--- src/rtl/burst_sram_pkg.sv ---
package burst_sram_pkg;
  localparam int BURST_W = 2;
  localparam int BURST_LEN = 1 << BURST_W;

  typedef struct packed {
    logic wrEn;
    logic rdSel;
  } memStrobe_t;
endpackage

--- src/rtl/burst_sram_ctrl.sv ---
module burst_sram_ctrl
  import burst_sram_pkg::*;
#(
  parameter int ADDR_W = 4,
  parameter int LANES  = 4
) (
  input  logic              clk,
  input  logic              rstN,
  input  logic [ADDR_W-1:0] addr,
  input  logic              ce1N,
  input  logic              ce2,
  input  logic              ce3N,
  input  logic              adspN,
  input  logic              adscN,
  input  logic              advN,
  input  logic              bweN,
  input  logic [LANES-1:0]  bwN,
  input  logic              gwN,
  input  logic              burstMode,
  output memStrobe_t        strobe,
  output logic [ADDR_W-1:0] wrAddr,
  output logic [ADDR_W-1:0] rdAddr,
  output logic [LANES-1:0]  laneMask
);
  localparam int HI_W = ADDR_W - BURST_W;

  logic              loadCtl, loadProc, loadAny;
  logic              csIn, wrReq;
  logic [ADDR_W-1:0] startQ;
  logic [BURST_W-1:0] cntQ, burstLow;
  logic              selQ;
  logic [ADDR_W-1:0] curAddr;

  assign loadCtl  = !adscN;
  assign loadProc = adscN && !adspN && !ce1N;
  assign loadAny  = loadCtl || loadProc;
  assign csIn     = !ce1N && ce2 && !ce3N;
  assign wrReq    = !gwN || (!bweN && !(&bwN));

  always_comb begin
    if (!gwN)       laneMask = '1;
    else if (!bweN) laneMask = ~bwN;
    else            laneMask = '0;
  end

  always_comb begin
    if (burstMode) burstLow = startQ[BURST_W-1:0] ^ cntQ;
    else           burstLow = startQ[BURST_W-1:0] + cntQ;
  end

  assign curAddr = {startQ[ADDR_W-1 -: HI_W], burstLow};
  assign rdAddr  = curAddr;

  always_comb begin
    strobe.rdSel = selQ;
    if (loadCtl) begin
      strobe.wrEn = csIn && wrReq;
      wrAddr      = addr;
    end else if (loadProc) begin
      strobe.wrEn = 1'b0;
      wrAddr      = curAddr;
    end else begin
      strobe.wrEn = selQ && wrReq;
      wrAddr      = curAddr;
    end
  end

  always_ff @(posedge clk) begin
    if (!rstN) begin
      startQ <= '0;
      cntQ   <= '0;
      selQ   <= 1'b0;
    end else if (loadAny) begin
      startQ <= addr;
      cntQ   <= '0;
      selQ   <= csIn;
    end else if (!advN) begin
      cntQ   <= cntQ + 1'b1;
    end
  end

  p_ctl_load_r2: assert property (@(posedge clk) disable iff (!rstN)
    !adscN |=> (cntQ == '0) && (startQ == $past(addr)));

  p_proc_ignored_r3: assert property (@(posedge clk) disable iff (!rstN)
    (adscN && !adspN && ce1N) |=> $stable(startQ) && $stable(selQ));

  p_hold_r7: assert property (@(posedge clk) disable iff (!rstN)
    (adscN && (adspN || ce1N) && advN) |=> $stable(cntQ));

  p_step_r7: assert property (@(posedge clk) disable iff (!rstN)
    (adscN && (adspN || ce1N) && !advN) |=> cntQ == $past(cntQ) + 2'd1);

  p_same_block_r6: assert property (@(posedge clk) disable iff (!rstN)
    (adscN && (adspN || ce1N)) |=>
      rdAddr[ADDR_W-1 -: HI_W] == $past(rdAddr[ADDR_W-1 -: HI_W]));

  p_proc_read_r11: assert property (@(posedge clk) disable iff (!rstN)
    (adscN && !adspN && !ce1N) |-> !strobe.wrEn);
endmodule

--- src/rtl/burst_sram_dp.sv ---
module burst_sram_dp
  import burst_sram_pkg::*;
#(
  parameter int ADDR_W = 4,
  parameter int LANES  = 4,
  parameter int LANE_W = 9
) (
  input  logic                    clk,
  input  logic                    rstN,
  input  memStrobe_t              strobe,
  input  logic [ADDR_W-1:0]       wrAddr,
  input  logic [ADDR_W-1:0]       rdAddr,
  input  logic [LANES-1:0]        laneMask,
  input  logic [LANES*LANE_W-1:0] wrData,
  input  logic                    oeN,
  output logic [LANES*LANE_W-1:0] rdData
);
  localparam int DEPTH  = 1 << ADDR_W;
  localparam int DATA_W = LANES * LANE_W;

  logic [DATA_W-1:0] mem [DEPTH];

  for (genvar g = 0; g < LANES; g++) begin : g_lane
    always_ff @(posedge clk) begin
      if (strobe.wrEn && laneMask[g])
        mem[wrAddr][g*LANE_W +: LANE_W] <= wrData[g*LANE_W +: LANE_W];
    end

    p_lane_write_r9: assert property (@(posedge clk) disable iff (!rstN)
      (strobe.wrEn && laneMask[g]) |=>
        mem[$past(wrAddr)][g*LANE_W +: LANE_W] === $past(wrData[g*LANE_W +: LANE_W]));

    p_lane_keep_r10: assert property (@(posedge clk) disable iff (!rstN)
      !(strobe.wrEn && laneMask[g]) |=>
        mem[$past(wrAddr)][g*LANE_W +: LANE_W] === $past(mem[wrAddr][g*LANE_W +: LANE_W]));
  end

  assign rdData = (strobe.rdSel && !oeN) ? mem[rdAddr] : '0;
endmodule

--- src/rtl/burst_sram.sv ---
module burst_sram
  import burst_sram_pkg::*;
#(
  parameter int ADDR_W = 4,
  parameter int LANES  = 4,
  parameter int LANE_W = 9
) (
  input  logic                    clk,
  input  logic                    rstN,
  input  logic [ADDR_W-1:0]       addr,
  input  logic [LANES*LANE_W-1:0] wrData,
  input  logic                    ce1N,
  input  logic                    ce2,
  input  logic                    ce3N,
  input  logic                    adspN,
  input  logic                    adscN,
  input  logic                    advN,
  input  logic                    bweN,
  input  logic [LANES-1:0]        bwN,
  input  logic                    gwN,
  input  logic                    oeN,
  input  logic                    burstMode,
  output logic [LANES*LANE_W-1:0] rdData
);
  memStrobe_t        strobe;
  logic [ADDR_W-1:0] wrAddr, rdAddr;
  logic [LANES-1:0]  laneMask;

  burst_sram_ctrl #(.ADDR_W(ADDR_W), .LANES(LANES)) u_ctrl (
    .clk(clk), .rstN(rstN), .addr(addr), .ce1N(ce1N), .ce2(ce2), .ce3N(ce3N),
    .adspN(adspN), .adscN(adscN), .advN(advN), .bweN(bweN), .bwN(bwN),
    .gwN(gwN), .burstMode(burstMode), .strobe(strobe), .wrAddr(wrAddr),
    .rdAddr(rdAddr), .laneMask(laneMask)
  );

  burst_sram_dp #(.ADDR_W(ADDR_W), .LANES(LANES), .LANE_W(LANE_W)) u_dp (
    .clk(clk), .rstN(rstN), .strobe(strobe), .wrAddr(wrAddr), .rdAddr(rdAddr),
    .laneMask(laneMask), .wrData(wrData), .oeN(oeN), .rdData(rdData)
  );

  p_oe_gate_r12: assert property (@(posedge clk) disable iff (!rstN)
    oeN |-> rdData == '0);
endmodule

--- config.mk ---
export PLATFORM = sky130hd
export DESIGN_NAME = burst_sram
export DESIGN_NICKNAME = d
export VERILOG_FILES = /design/src/rtl/burst_sram_pkg.sv /design/src/rtl/burst_sram_ctrl.sv /design/src/rtl/burst_sram_dp.sv /design/src/rtl/burst_sram.sv
export SDC_FILE = /design/constraint.sdc
export NUM_CORES = 1
export LEC_CHECK = 0
export ABC_AREA = 1
export BUFFER_PORTS_ARGS = -buffer_cell sky130_fd_sc_hd__buf_2
export CORE_MARGIN = 5
export CORE_UTILIZATION = 65
export DETAILED_ROUTE_END_ITERATION = 10
export PLACE_DENSITY_LB_ADDON = 0.15
export SLEW_MARGIN = 20
export SYNTH_ARGS = -nofsm -noshare
export SYNTH_HDL_FRONTEND = slang
export SYNTH_SLANG_ARGS = --single-unit
--- constraint.sdc ---
create_clock -name clk -period 6.2 [get_ports clk]
set_input_delay 1.24 -clock clk [delete_from_list [all_inputs] [get_ports clk]]
set_output_delay 1.24 -clock clk [all_outputs]
set_load 0.03 [all_outputs]
==> flow_results.xml <==
<?xml version="1.0" encoding="UTF-8"?>
<metrics>
  <group name="route">
    <metric name="ant_nets" unit="">0</metric>
    <metric name="drt-pass1-iter-count" unit="">5</metric>
    <metric name="vias" unit="">16600</metric>
    <metric name="postRouteWirelength" unit="um">61000</metric>
    <metric name="post_drt_via_cell_ratio" unit="">5.96</metric>
    <metric name="post_drt_wl_per_cell" unit="um">21.9</metric>
    <metric name="drt_iter0_drc" unit="">2230</metric>
    <metric name="drt_drc_violations_left" unit="">0</metric>
  </group>
  <group name="yosys">
    <metric name="netlist.top_cell.by_area" unit="">sky130_fd_sc_hd__edfxtp_1</metric>
    <metric name="ys.warnings.count" unit="">0</metric>
    <metric name="syn_area" unit="um^2">24700</metric>
    <metric name="synthesis.nets" unit="">2223</metric>
    <metric name="synth_top_area_share" unit="%">70.0</metric>
    <metric name="postSynthRegisterBits" unit="">583</metric>
    <metric name="syn_avg_cell_area" unit="um^2">11.4</metric>
    <metric name="synth.area.top_cells" unit="">sky130_fd_sc_hd__edfxtp_1 (70%), sky130_fd_sc_hd__nor2_1 (6.4%), sky130_fd_sc_hd__nand3_1 (5.1%)</metric>
    <metric name="async_reset_ff_share" unit="%">0</metric>
    <metric name="synth_seq_area_share" unit="%">70.6</metric>
    <metric name="synth_most_common_cell" unit="">sky130_fd_sc_hd__edfxtp_1</metric>
    <metric name="dominant_synthesized_flop_cell" unit="">sky130_fd_sc_hd__edfxtp_1</metric>
    <metric name="synthDistinctLibCells" unit="">31</metric>
    <metric name="netlist_instances" unit="">2166</metric>
    <metric name="synth_top_cells_by_count" unit="">sky130_fd_sc_hd__edfxtp_1 (576), sky130_fd_sc_hd__nor2_1 (422), sky130_fd_sc_hd__nand2_1 (290), sky130_fd_sc_hd__nand3_1 (254), sky130_fd_sc_hd__o21ai_0 (209)</metric>
    <metric name="synth_edf_count" unit="">576</metric>
  </group>
  <group name="clocking">
    <metric name="cts_inserted_buffers" unit="">57</metric>
    <metric name="clock_sink_count" unit="">583</metric>
    <metric name="ctsLongestPathBuffers" unit="">3</metric>
    <metric name="clock_tree_from_tritoncts" unit="">done</metric>
    <metric name="postCtsSetupRepairBufs" unit="">0</metric>
    <metric name="postCtsResizedCells" unit="">0</metric>
    <metric name="clk_root_buffer_cell" unit="">sky130_fd_sc_hd__clkbuf_16</metric>
    <metric name="clk_transition_reported_paths" unit="ns">0.07</metric>
    <metric name="cts-hold-fix-buffers" unit="">0</metric>
    <metric name="worst_skew_pair.late_latency" unit="ns">0.61</metric>
    <metric name="cts.htree.levels" unit="">2</metric>
  </group>
  <group name="place">
    <metric name="gp_congestion" unit="">0.820</metric>
    <metric name="dpl.cell_count" unit="">2676</metric>
    <metric name="place.port_buffers" unit="">91</metric>
    <metric name="dp_hpwl" unit="um">33200</metric>
  </group>
  <group name="worst_hold_path">
    <metric name="min_from" unit="">u_ctrl.startQ[1]$_SDFFE_PN0P_</metric>
    <metric name="worstHoldPathType" unit="">reg -&gt; reg</metric>
  </group>
  <group name="sta">
    <metric name="setup_tns" unit="ns">0</metric>
    <metric name="max_slew_margin" unit="%">21.2</metric>
    <metric name="max_freq" unit="GHz">0.197</metric>
    <metric name="slew_viol_final" unit="">0</metric>
    <metric name="period_minus_slack" unit="ns">5.06</metric>
    <metric name="finalSetupViolCount" unit="">0</metric>
    <metric name="setup_repair_after_global_routing_missed_its_margin" unit="">no</metric>
    <metric name="final_min_period_over_clock_period" unit="%">81.7</metric>
    <metric name="max_slew.worst_pin.slew" unit="ns">1.18</metric>
    <metric name="finalClockSkew" unit="ns">0.0185</metric>
    <metric name="final_hold_viol_count" unit="">0</metric>
  </group>
  <group name="floorplan">
    <metric name="row_count" unit="">71</metric>
    <metric name="chipHeight" unit="um">205</metric>
    <metric name="floorplan.core_area" unit="um^2">37600</metric>
    <metric name="floorplan.initialDensity" unit="%">65.7</metric>
    <metric name="dieWidth" unit="um">205</metric>
    <metric name="dieArea" unit="um^2">42000</metric>
    <metric name="io_pins" unit="">92</metric>
  </group>
  <group name="critical_path">
    <metric name="kind_of_end_point_of_the_critical_path" unit="">output pin</metric>
    <metric name="worstPathMaxFanout" unit="">76</metric>
    <metric name="critical_path.startpoint_type" unit="">input port</metric>
    <metric name="setup.worst_path.start" unit="">burstMode</metric>
    <metric name="critical_path.reg2reg.startpoint" unit="">u_ctrl.cntQ[0]$_SDFFE_PP0N_</metric>
    <metric name="timing.setup.critical_path_class" unit="">in -&gt; out</metric>
    <metric name="arrival" unit="ns">3.82</metric>
    <metric name="required" unit="ns">4.96</metric>
  </group>
  <group name="run">
    <metric name="drv_cap" unit="">0</metric>
  </group>
  <group name="grt">
    <metric name="grt_max_degree" unit="">228</metric>
    <metric name="grt_pass1_vias" unit="">16400</metric>
    <metric name="grt_pass1_wl" unit="um">92900</metric>
    <metric name="number_of_antenna_violations_at_the_first_check_in_global_routing" unit="">0</metric>
    <metric name="gr-usage-all-layers" unit="%">29.1</metric>
    <metric name="overflow" unit="">0</metric>
  </group>
  <group name="layout">
    <metric name="final_layout_size_suffix_gt1_share" unit="%">15.2</metric>
    <metric name="antennaDiodeCount" unit="">0</metric>
    <metric name="nets" unit="">2281</metric>
    <metric name="layout_stage_area_growth_over_the_synthesis_result" unit="%">10.4</metric>
    <metric name="final_cell_count_no_fill" unit="">2780</metric>
  </group>
  <group name="outcome">
    <metric name="outcome" unit="">finished, final reports clean</metric>
  </group>
  <group name="pwr">
    <metric name="report.power.total" unit="mW">8.13</metric>
    <metric name="power.static_leakage" unit="nW">9.78</metric>
    <metric name="max-vdd-ir-drop" unit="mV">0.330</metric>
    <metric name="power-per-cell-area" unit="nW/um^2">298</metric>
  </group>
</metrics>
final cells by class:
type,count,area (um^2)
clock buffer,79,1550
clock inverter,25,114
fill,2495,10300
inverter,89,342
multi-input combinational,1363,6400
sequential,583,17400
tap,511,639
timing repair buffer,130,773
critical path, cell delays in order:
cell,delay [ns]
sky130_fd_sc_hd__buf_2,0.08
sky130_fd_sc_hd__inv_1,0.03
sky130_fd_sc_hd__nand2_1,0.12
sky130_fd_sc_hd__inv_1,0.09
sky130_fd_sc_hd__nand2_4,0.53
sky130_fd_sc_hd__nand2_8,0.41
sky130_fd_sc_hd__buf_12,0.36
sky130_fd_sc_hd__nand2_1,0.12
sky130_fd_sc_hd__nand3_1,0.07
sky130_fd_sc_hd__nand3_1,0.13
sky130_fd_sc_hd__nand2_1,0.07
sky130_fd_sc_hd__nor2_1,0.22
sky130_fd_sc_hd__buf_2,0.24
cell usage in the layout, fill, tap and decap left out, types with 2 or more instances in the layout:
| cell | n |
|---|---|
| sky130_fd_sc_hd__nand3_1 | 254 |
| sky130_fd_sc_hd__inv_2 | 3 |
| sky130_fd_sc_hd__edfxtp_1 | 576 |
| sky130_fd_sc_hd__a21oi_1 | 3 |
| sky130_fd_sc_hd__a21boi_0 | 2 |
| sky130_fd_sc_hd__nor2_1 | 406 |
| sky130_fd_sc_hd__mux2i_1 | 36 |
| sky130_fd_sc_hd__o21ai_0 | 209 |
| sky130_fd_sc_hd__buf_4 | 37 |
| sky130_fd_sc_hd__buf_2 | 91 |
| sky130_fd_sc_hd__nand2_2 | 9 |
| sky130_fd_sc_hd__clkbuf_16 | 59 |
| sky130_fd_sc_hd__o21ai_1 | 15 |
| sky130_fd_sc_hd__nand2_1 | 290 |
| sky130_fd_sc_hd__buf_12 | 2 |
| sky130_fd_sc_hd__clkbuf_1 | 20 |
| sky130_fd_sc_hd__o21ai_2 | 3 |
| sky130_fd_sc_hd__nor2_2 | 17 |
| sky130_fd_sc_hd__nor2_4 | 3 |
| sky130_fd_sc_hd__clkinv_2 | 9 |
| sky130_fd_sc_hd__or2_1 | 5 |
| sky130_fd_sc_hd__or2_2 | 102 |
| sky130_fd_sc_hd__clkinv_1 | 15 |
| sky130_fd_sc_hd__dfxtp_1 | 5 |
| sky130_fd_sc_hd__inv_1 | 84 |
state kept, by name, indices dropped and copies added, names as in the netlist:
signal,count
u_dp.mem,576
u_ctrl.cntQ,2
u_ctrl.selQ,1
u_ctrl.startQ,4
stage by stage:
| stage | hold slack, ns | instance area (um^2) | setup slack (ns) | util (%) |
|---|---|---|---|---|
| final | 0.484 | 27300 | 1.14 | 72.5 |
| after floorplan | 0.443 | 24700 | 2.39 | - |
| after CTS | 0.486 | 27200 | 1.22 | 72.5 |
| after global routing | 0.502 | 27300 | 1.04 | 72.5 |
| after global placement | 0.461 | 25600 | 1.28 | 68.0 |
| after detailed placement | 0.466 | 25600 | 1.22 | 68.1 |
where the power goes:
| group | switching, mW | internal, mW | total (mW) |
|---|---|---|---|
| logic | 0.456 | 0.178 | 0.634 |
| registers | 0.00962 | 4.34 | 4.35 |
| clock network | 1.41 | 1.74 | 3.14 |
cells by family after synthesis:
logic type,share of synthesized area (%)
simple gates,19.2
fa+ha+maj,0.0507
mux,1.46
xor+xnor,0.0355
compound gates,4.80
flops,70.6
buf+inv,3.83
final timing paths:
| path | to | slack [ns] | cells after the start |
|---|---|---|---|
| min reg2reg | u_ctrl.startQ[1]$_SDFFE_PN0P_ | 0.48 | 2 |
| max reg2reg | u_dp.mem[7][30]$_DFFE_PP_ | 2.29 | 8 |
| max | rdData[31] | 1.14 | 13 |
| min | u_ctrl.startQ[1]$_SDFFE_PN0P_ | 0.48 | 2 |
per-layer routing:
metal  global-route usage, %  wire, um  vias to the layer above
li1                        -         -                     7571
met1                    40.6     23800                     7941
met2                    46.2     28900                      934
met3                    5.79      6340                      136
met4                    11.3      2000                        0
met5                       0         0                        -
Note: power is estimated with default switching activity, not from simulation.
